**config.mk**
```make
export PLATFORM = sky130hd
export DESIGN_NAME = mgmt_addr_decoder
export DESIGN_NICKNAME = d
export VERILOG_FILES = /design/src/rtl/mgmt_dec_pkg.sv /design/src/rtl/mgmt_mode_cfg.sv /design/src/rtl/mgmt_host_decode.sv /design/src/rtl/mgmt_indirect_engine.sv /design/src/rtl/mgmt_addr_decoder.sv
export SDC_FILE = /design/constraint.sdc
export NUM_CORES = 1
export LEC_CHECK = 0
export ABC_AREA = 1
export BUFFER_PORTS_ARGS = -buffer_cell sky130_fd_sc_hd__clkbuf_2
export CAP_MARGIN = 10
export CORE_MARGIN = 2
export CORE_UTILIZATION = 28
export CTS_BUF_LIST = sky130_fd_sc_hd__clkbuf_4
export CTS_CLUSTER_DIAMETER = 60
export DETAILED_ROUTE_END_ITERATION = 6
export GPL_ROUTABILITY_DRIVEN = 0
export GPL_TIMING_DRIVEN = 0
export HOLD_SLACK_MARGIN = 0.08
export PLACE_DENSITY = 0.52
export SETUP_SLACK_MARGIN = 0.15
export SLEW_MARGIN = 10
export SYNTH_ARGS = -nofsm -noshare
export SYNTH_HDL_FRONTEND = slang
export SYNTH_SLANG_ARGS = --single-unit
```
**constraint.sdc**
```tcl
create_clock -name clk_i -period 1.7 [get_ports clk_i]
set_input_delay 0.085 -clock clk_i [delete_from_list [all_inputs] [get_ports clk_i]]
set_output_delay 0.085 -clock clk_i [all_outputs]
set_load 0.05 [all_outputs]
```
**src/rtl/mgmt_dec_pkg.sv**
```systemverilog
`timescale 1ns/1ps
package mgmt_dec_pkg;
  localparam int unsigned STRAP_W = 4;
  localparam int unsigned ADDR_W  = STRAP_W + 1;
  localparam int unsigned DATA_W  = 16;
  localparam int unsigned LAT_W   = 3;

  typedef enum logic [1:0] {
    MODE_SINGLE = 2'd0,
    MODE_MULTI  = 2'd1,
    MODE_DUAL   = 2'd2
  } dec_mode_e;

  typedef enum logic [1:0] {
    HIT_NONE   = 2'd0,
    HIT_DIRECT = 2'd1,
    HIT_CMD    = 2'd2,
    HIT_DATA   = 2'd3
  } hit_e;

  localparam int unsigned CMD_BUSY_BIT = 15;
  localparam int unsigned CMD_C22_BIT  = 12;
  localparam int unsigned CMD_OP_LSB   = 10;
  localparam int unsigned CMD_DEV_LSB  = 5;
  localparam logic [1:0]  OP_WR        = 2'b01;
  localparam logic [1:0]  OP_RD        = 2'b10;
  localparam logic [ADDR_W-1:0] REG_CMD  = '0;
  localparam logic [ADDR_W-1:0] REG_DATA = ADDR_W'(1);
endpackage

```
**src/rtl/mgmt_mode_cfg.sv**
```systemverilog
`timescale 1ns/1ps
module mgmt_mode_cfg
  import mgmt_dec_pkg::*;
#(
  parameter int unsigned STRAP_WIDTH = STRAP_W
) (
  input  logic                   clk_i,
  input  logic                   rst_ni,
  input  logic [STRAP_WIDTH-1:0] addr_strap_i,
  input  logic                   dual_strap_i,
  output logic [STRAP_WIDTH-1:0] strap_o,
  output dec_mode_e              mode_o,
  output logic                   cfg_done_o
);
  logic [STRAP_WIDTH-1:0] strap_q;
  logic                   dual_q;
  logic                   done_q;

  always_ff @(posedge clk_i or negedge rst_ni) begin
    if (!rst_ni) begin
      strap_q <= '0;
      dual_q  <= 1'b0;
      done_q  <= 1'b0;
    end else if (!done_q) begin
      strap_q <= addr_strap_i;
      dual_q  <= dual_strap_i;
      done_q  <= 1'b1;
    end
  end

  always_comb begin
    if (dual_q)            mode_o = MODE_DUAL;
    else if (strap_q == '0) mode_o = MODE_SINGLE;
    else                   mode_o = MODE_MULTI;
  end

  assign strap_o    = strap_q;
  assign cfg_done_o = done_q;


  strap_frozen_chk: assert property (@(posedge clk_i) disable iff (!rst_ni)
    done_q |=> (done_q && $stable(strap_q) && $stable(dual_q)));
endmodule

```
**src/rtl/mgmt_host_decode.sv**
```systemverilog
`timescale 1ns/1ps
module mgmt_host_decode
  import mgmt_dec_pkg::*;
#(
  parameter int unsigned STRAP_WIDTH = STRAP_W,
  localparam int unsigned AW = STRAP_WIDTH + 1
) (
  input  dec_mode_e              mode_i,
  input  logic [STRAP_WIDTH-1:0] strap_i,
  input  logic                   cfg_done_i,
  input  logic [AW-1:0]          phy_i,
  input  logic [AW-1:0]          reg_i,
  output hit_e                   hit_o,
  output logic [AW-1:0]          dev_sel_o
);
  logic [AW-1:0] own_addr;
  logic          half_hit;

  assign own_addr = {strap_i, 1'b0};
  assign half_hit = (phy_i[AW-1] == strap_i[STRAP_WIDTH-1]);

  always_comb begin
    hit_o     = HIT_NONE;
    dev_sel_o = phy_i;
    if (cfg_done_i) begin
      unique case (mode_i)
        MODE_SINGLE: hit_o = HIT_DIRECT;
        MODE_DUAL: begin
          dev_sel_o = {1'b0, phy_i[AW-2:0]};
          if (half_hit) hit_o = HIT_DIRECT;
        end
        MODE_MULTI: begin
          if (phy_i == own_addr) begin
            if (reg_i == REG_CMD)       hit_o = HIT_CMD;
            else if (reg_i == REG_DATA) hit_o = HIT_DATA;
          end
        end
        default: hit_o = HIT_NONE;
      endcase
    end
  end
endmodule

```
**src/rtl/mgmt_indirect_engine.sv**
```systemverilog
`timescale 1ns/1ps
module mgmt_indirect_engine
  import mgmt_dec_pkg::*;
#(
  parameter int unsigned AW   = ADDR_W,
  parameter int unsigned DW   = DATA_W,
  parameter int unsigned LW   = LAT_W
) (
  input  logic          clk_i,
  input  logic          rst_ni,
  input  logic          cmd_wr_i,
  input  logic          data_wr_i,
  input  logic [DW-1:0] wdata_i,
  input  logic [LW-1:0] lat_i,
  input  logic [DW-1:0] dev_rdata_i,
  output logic [DW-1:0] cmd_o,
  output logic [DW-1:0] data_o,
  output logic          busy_o,
  output logic          dev_req_o,
  output logic          dev_we_o,
  output logic [AW-1:0] dev_sel_o,
  output logic [AW-1:0] dev_reg_o,
  output logic [DW-1:0] dev_wdata_o
);
  logic          busy_q;
  logic [LW-1:0] cnt_q;
  logic          c22_q;
  logic [1:0]    op_q;
  logic [AW-1:0] dev_q;
  logic [AW-1:0] reg_q;
  logic [DW-1:0] data_q;
  logic [1:0]    op_in;
  logic          op_ok;
  logic          start;
  logic          fire;

  assign op_in = wdata_i[CMD_OP_LSB +: 2];
  assign op_ok = (op_in == OP_WR) || (op_in == OP_RD);
  assign start = cmd_wr_i && !busy_q && wdata_i[CMD_BUSY_BIT]
              && wdata_i[CMD_C22_BIT] && op_ok;
  assign fire  = busy_q && (cnt_q == '0);

  always_ff @(posedge clk_i or negedge rst_ni) begin
    if (!rst_ni) begin
      busy_q <= 1'b0;
      cnt_q  <= '0;
      c22_q  <= 1'b0;
      op_q   <= '0;
      dev_q  <= '0;
      reg_q  <= '0;
    end else if (start) begin
      busy_q <= 1'b1;
      cnt_q  <= lat_i;
      c22_q  <= 1'b1;
      op_q   <= op_in;
      dev_q  <= wdata_i[CMD_DEV_LSB +: AW];
      reg_q  <= wdata_i[AW-1:0];
    end else if (busy_q) begin
      if (cnt_q != '0) cnt_q  <= cnt_q - 1'b1;
      else             busy_q <= 1'b0;
    end
  end

  always_ff @(posedge clk_i or negedge rst_ni) begin
    if (!rst_ni)                     data_q <= '0;
    else if (fire && op_q == OP_RD)  data_q <= dev_rdata_i;
    else if (data_wr_i && !busy_q)   data_q <= wdata_i;
  end

  always_comb begin
    cmd_o = '0;
    cmd_o[CMD_BUSY_BIT]        = busy_q;
    cmd_o[CMD_C22_BIT]         = c22_q;
    cmd_o[CMD_OP_LSB +: 2]     = op_q;
    cmd_o[CMD_DEV_LSB +: AW]   = dev_q;
    cmd_o[AW-1:0]              = reg_q;
  end

  assign data_o      = data_q;
  assign busy_o      = busy_q;
  assign dev_req_o   = fire;
  assign dev_we_o    = (op_q == OP_WR);
  assign dev_sel_o   = dev_q;
  assign dev_reg_o   = reg_q;
  assign dev_wdata_o = data_q;


  busy_hold_chk: assert property (@(posedge clk_i) disable iff (!rst_ni)
    (busy_q && cnt_q != '0) |=> busy_q);

  busy_drop_chk: assert property (@(posedge clk_i) disable iff (!rst_ni)
    fire |=> !busy_q);

  rd_load_chk: assert property (@(posedge clk_i) disable iff (!rst_ni)
    (dev_req_o && !dev_we_o) |=> (data_q == $past(dev_rdata_i)));

  busy_cmd_lock_chk: assert property (@(posedge clk_i) disable iff (!rst_ni)
    (busy_q && cmd_wr_i) |=> ($stable(dev_q) && $stable(reg_q) && $stable(op_q)));

  busy_data_lock_chk: assert property (@(posedge clk_i) disable iff (!rst_ni)
    (busy_q && !fire && data_wr_i) |=> $stable(data_q));

  no_bad_start_chk: assert property (@(posedge clk_i) disable iff (!rst_ni)
    (!busy_q && cmd_wr_i && !wdata_i[CMD_BUSY_BIT]) |=> !busy_q);
endmodule

```
**src/rtl/mgmt_addr_decoder.sv**
```systemverilog
`timescale 1ns/1ps
module mgmt_addr_decoder
  import mgmt_dec_pkg::*;
#(
  parameter int unsigned STRAP_WIDTH = STRAP_W,
  parameter int unsigned DW          = DATA_W,
  parameter int unsigned LW          = LAT_W,
  localparam int unsigned AW         = STRAP_WIDTH + 1
) (
  input  logic                   clk_i,
  input  logic                   rst_ni,
  input  logic [STRAP_WIDTH-1:0] addr_strap_i,
  input  logic                   dual_strap_i,
  input  logic [LW-1:0]          lat_i,
  input  logic                   host_req_i,
  input  logic                   host_we_i,
  input  logic [AW-1:0]          host_phy_i,
  input  logic [AW-1:0]          host_reg_i,
  input  logic [DW-1:0]          host_wdata_i,
  output logic                   host_rvalid_o,
  output logic [DW-1:0]          host_rdata_o,
  output logic                   dev_req_o,
  output logic                   dev_we_o,
  output logic [AW-1:0]          dev_sel_o,
  output logic [AW-1:0]          dev_reg_o,
  output logic [DW-1:0]          dev_wdata_o,
  input  logic [DW-1:0]          dev_rdata_i
);
  dec_mode_e              mode;
  logic [STRAP_WIDTH-1:0] strap;
  logic                   cfg_done;
  hit_e                   hit;
  logic [AW-1:0]          dir_sel;
  logic [DW-1:0]          cmd_word;
  logic [DW-1:0]          data_word;
  logic                   eng_busy;
  logic                   eng_req, eng_we;
  logic [AW-1:0]          eng_sel, eng_reg;
  logic [DW-1:0]          eng_wdata;
  logic                   rd_req;
  logic                   rvalid_q;
  logic [DW-1:0]          rdata_q;

  mgmt_mode_cfg #(.STRAP_WIDTH(STRAP_WIDTH)) i_cfg (
    .clk_i        (clk_i),
    .rst_ni       (rst_ni),
    .addr_strap_i (addr_strap_i),
    .dual_strap_i (dual_strap_i),
    .strap_o      (strap),
    .mode_o       (mode),
    .cfg_done_o   (cfg_done)
  );

  mgmt_host_decode #(.STRAP_WIDTH(STRAP_WIDTH)) i_dec (
    .mode_i     (mode),
    .strap_i    (strap),
    .cfg_done_i (cfg_done),
    .phy_i      (host_phy_i),
    .reg_i      (host_reg_i),
    .hit_o      (hit),
    .dev_sel_o  (dir_sel)
  );

  mgmt_indirect_engine #(.AW(AW), .DW(DW), .LW(LW)) i_eng (
    .clk_i       (clk_i),
    .rst_ni      (rst_ni),
    .cmd_wr_i    (host_req_i && host_we_i && hit == HIT_CMD),
    .data_wr_i   (host_req_i && host_we_i && hit == HIT_DATA),
    .wdata_i     (host_wdata_i),
    .lat_i       (lat_i),
    .dev_rdata_i (dev_rdata_i),
    .cmd_o       (cmd_word),
    .data_o      (data_word),
    .busy_o      (eng_busy),
    .dev_req_o   (eng_req),
    .dev_we_o    (eng_we),
    .dev_sel_o   (eng_sel),
    .dev_reg_o   (eng_reg),
    .dev_wdata_o (eng_wdata)
  );

  always_comb begin
    if (mode == MODE_MULTI) begin
      dev_req_o   = eng_req;
      dev_we_o    = eng_we;
      dev_sel_o   = eng_sel;
      dev_reg_o   = eng_reg;
      dev_wdata_o = eng_wdata;
    end else begin
      dev_req_o   = host_req_i && (hit == HIT_DIRECT);
      dev_we_o    = host_we_i;
      dev_sel_o   = dir_sel;
      dev_reg_o   = host_reg_i;
      dev_wdata_o = host_wdata_i;
    end
  end

  assign rd_req = host_req_i && !host_we_i;

  always_ff @(posedge clk_i or negedge rst_ni) begin
    if (!rst_ni) begin
      rvalid_q <= 1'b0;
      rdata_q  <= '0;
    end else begin
      rvalid_q <= rd_req;
      if (rd_req) begin
        unique case (hit)
          HIT_DIRECT: rdata_q <= dev_rdata_i;
          HIT_CMD:    rdata_q <= cmd_word;
          HIT_DATA:   rdata_q <= data_word;
          default:    rdata_q <= '1;
        endcase
      end
    end
  end

  assign host_rvalid_o = rvalid_q;
  assign host_rdata_o  = rdata_q;


  miss_ones_chk: assert property (@(posedge clk_i) disable iff (!rst_ni)
    (rd_req && hit == HIT_NONE) |=> (host_rvalid_o && host_rdata_o == '1));

  multi_no_direct_chk: assert property (@(posedge clk_i) disable iff (!rst_ni)
    (mode == MODE_MULTI && dev_req_o) |-> eng_busy);

  cold_quiet_chk: assert property (@(posedge clk_i) disable iff (!rst_ni)
    !cfg_done |-> !dev_req_o);
endmodule

```
==> out/results.tsv <==
stage	metric	value	unit
final_layout	syn2layout_area_growth	79.67	%
final_layout	final_util	52.12	%
sta	setup_viol	72	
place	io_buffers	98	
critical_path	cp-endpoint	dev_we_o	
yosys	synthMostInstantiatedCell	nand2_1	
critical_path	cp_max_fo	4	
sta	period_needed	2022	ps
detailed_routing	via_per_inst	4.827	
final_layout	fin_area	6027	um2
clock_tree	clkTransAtPathRegs	180	ps
detailed_routing	routedWlPerCell	16.00	um
final_layout	diodes	0	
yosys	yosysTopAreaCellShare	41.78	%
detailed_routing	vias	3842	
critical_path	r2r_start	i_cfg.strap_o[3]$_DFFE_PN0N_	
yosys	synth-seq-cells	56	
yosys	netlist_area	3354	um2
yosys	synth_nets	523	
sta	period_share	119.0	%
place	preCtsSetupSlack	-390.9	ps
sta	hold_violations	0	
yosys	synth.yosys.seq_area_share	41.78	%
sta	slew_violations	0	
clock_tree	numCtsBuffers	5	
critical_path	reg2reg_depth	14	
clock_tree	clockBufferDepth	2	
grt	grt_pass1_wl	19770	um
clock_tree	root_buffer	clkbuf_4	
place	dp_hpwl	8397	um
detailed_routing	drt_iter0_markers	206	
clock_tree	htree_levels	2	
sta	slew_headroom	55.55	%
yosys	synthTopCellsByArea	dfrtp_1, nand2_1, o21ai_0, nor2_1, inv_1	
die	die_x	113.5	um
sta	holdWs	131.1	ps
sta	rsz0062_at_grt	true	
sta	fin_ws	-322.2	ps
die	core	11560	um2
final_layout	nNetsFinal	708	
detailed_routing	drt_first_pass_iters	4	
critical_path	cp_data_required_time	1620	ps
detailed_routing	routed_wl	12740	um
yosys	netlist-cell-type-count	31	
critical_path	rrSetupSlack	-270	ps
yosys	syn_avg_cell_area	7.183	um2
clock_tree	cts_tree	done	
job	drv_cap	0	
die	start_util	29.01	%
pwr	vdd_drop_max	260.8	uV
sta	max_slew.worst_pin.slew	666.8	ps
grt	grt_max_degree	52	
die	io-pin-count	99	
sta	fmax	494.5	MHz
yosys	synth_edf_count	0	
place	placed_cell_area	4125	um2
clock_tree	clk_latency	390	ps
critical_path	crit_path_start	i_cfg.strap_o[3]$_DFFE_PN0N_	
yosys	yosysWarnings	0	
sta	fin_skew	20.16	ps
pwr	power.total	3.676	mW
pwr	powerDensity	609.9	nW/um2
hold_path	hold_class	in2reg	
yosys	ys.flop_type	dfrtp_1	
critical_path	arrival	1940	ps
yosys	yosys-top-cells-count	nand2_1, nor2_1, dfrtp_1	
yosys	synth-async-reset-ratio	100.0	%
grt	grt_overflow	0	
pwr	power.static_leakage	2.799	nW
die	die_y	113.5	um
final_layout	fill_cells	1088	
critical_path	path_class	reg2out	
outcome	status	finished, violations left	
final_layout	drive_gt1_share	45.18	%
critical_path	reg2reg_to	i_eng.cnt_q[1]$_DFFE_PN0P_	
yosys	synth_cells	467	
yosys	yosys.area.top_type	dfrtp_1	
outcome	violations	negative setup slack	
critical_path	start_kind	flip-flop	
grt	track_usage	19.35	%
detailed_routing	drc	0	
clock_tree	cts_sinks	56	
grt	grt_pass1_vias	3805	
die	num_rows	39	
critical_path	worst_setup_path_end_kind	output port	
die	die_area	12870	um2
detailed_routing	drtAntennaViolNets	0	
grt	antenna_found_initial	0	
-- stage by stage --
stage	cells	TNS, ps
2_1_floorplan	467	-652.7
3_3_place_gp	708	-9693
3_5_place_dp	709	-10820
4_1_cts	784	-13540
5_1_grt	796	-20280
6_report	796	-12660
-- power by group --
| group | internal (mW) | switching [mW] | total (mW) | leakage [nW] |
|---|---|---|---|---|
| registers | 1.39 | 0.0353 | 1.43 | 0.656 |
| logic | 0.606 | 0.872 | 1.48 | 2.10 |
| clock network | 0.307 | 0.460 | 0.767 | 0.0412 |
-- repair_timing --
action | CTS | global route
setup buffers | 22 | 9
gates cloned | 4 | 3
endpoints found under the hold margin | 104 | 0
pin swaps | 18 | 28
gates resized for setup | 172 | 95
endpoints found under the setup margin | 77 | 77
hold buffers | 41 | 0
-- area by class of cell --
cell class	count	area, um2	area share [%]
buffer	19	299.0	4.962
inverter	52	211.5	3.508
sequential	56	1401	23.25
tap	143	178.9	2.969
multi-input combinational	340	2172	36.04
clock buffer	5	37.54	0.6228
clock inverter	3	42.54	0.7058
timing repair buffer	178	1684	27.94
-- placed cells by master (no fill, tap or decap), types with 2 or more instances in the layout --
master / count
clkbuf_4: 6
ha_1: 2
dlygate4sd3_1: 41
buf_12: 3
o21ai_4: 15
nand2_4: 4
nand2_2: 32
inv_2: 4
inv_1: 44
clkbuf_1: 2
buf_6: 12
buf_8: 35
clkbuf_16: 9
dfrtp_1: 56
buf_4: 17
nand3_1: 15
clkinv_2: 2
o21ai_2: 31
clkbuf_2: 70
buf_2: 2
nor2_4: 8
o21ai_0: 18
nand3_4: 5
nor2_1: 54
buf_16: 4
xor2_1: 2
nand2_1: 96
o21ai_1: 13
nand4_1: 6
a21oi_1: 8
nand3_2: 5
nor2_2: 8
a21oi_2: 9
-- critical path: stages (launching register included) --
cell     delay [ps]
dfrtp_1         440
nor2_1           60
nand2_1         110
nand2_4         100
buf_4           160
buf_4           140
buf_4           130
o31ai_4         230
buf_8           190
-- flip-flops by register name, summed over array words and instances, names as in the netlist --
name,count
i_eng.dev_reg_o,5
i_eng.c22_q,1
i_eng.data_o,16
host_rdata_o,16
i_cfg.cfg_done_o,1
i_eng.dev_sel_o,5
i_eng.op_q,2
i_eng.busy_o,1
i_cfg.dual_q,1
host_rvalid_o,1
i_cfg.strap_o,4
i_eng.cnt_q,3
-- routing by layer --
metal | routed length (um) | global-route usage [%] | up-vias
met4 | 318 | 5.854 | 0
met1 | 5324 | 25.11 | 1830
met3 | 636 | 2.497 | 23
met5 | 0 | 0 | -
met2 | 6455 | 33.77 | 124
li1 | - | - | 1865
-- how the worst min path moves through the flow --
stage                                        end  slack, ps         start  cells after the start
floorplan            host_rdata_o[0]$_DFFE_PN0P_       -210        rst_ni                      0
global placement        i_cfg.dual_q$_DFFE_PN0N_        310  dual_strap_i                      3
detailed placement  i_cfg.strap_o[2]$_DFFE_PN0N_        -60        rst_ni                      1
CTS                 host_rdata_o[11]$_DFFE_PN0P_        130     host_we_i                      4
global route         host_rdata_o[7]$_DFFE_PN0P_        150     host_we_i                      4
finish              host_rdata_o[11]$_DFFE_PN0P_        130     host_we_i                      4
-- logic make-up (layout without fill, tap and decap cells) --
family | after synthesis | after routing | synth area share, %
AOI/OAI and AO/OA | 96 | 96 | 14.40
and+or+nand+nor | 238 | 238 | 32.67
other | 1 | 1 | 0.1118
adders and majority gates | 2 | 2 | 0.7459
buffers and inverters | 71 | 257 | 9.437
muxes | 1 | 1 | 0.3357
xor gates and xnor gates | 2 | 2 | 0.5223
DFF | 56 | 56 | 41.78
No activity file was read; power rests on OpenSTA's default activity.
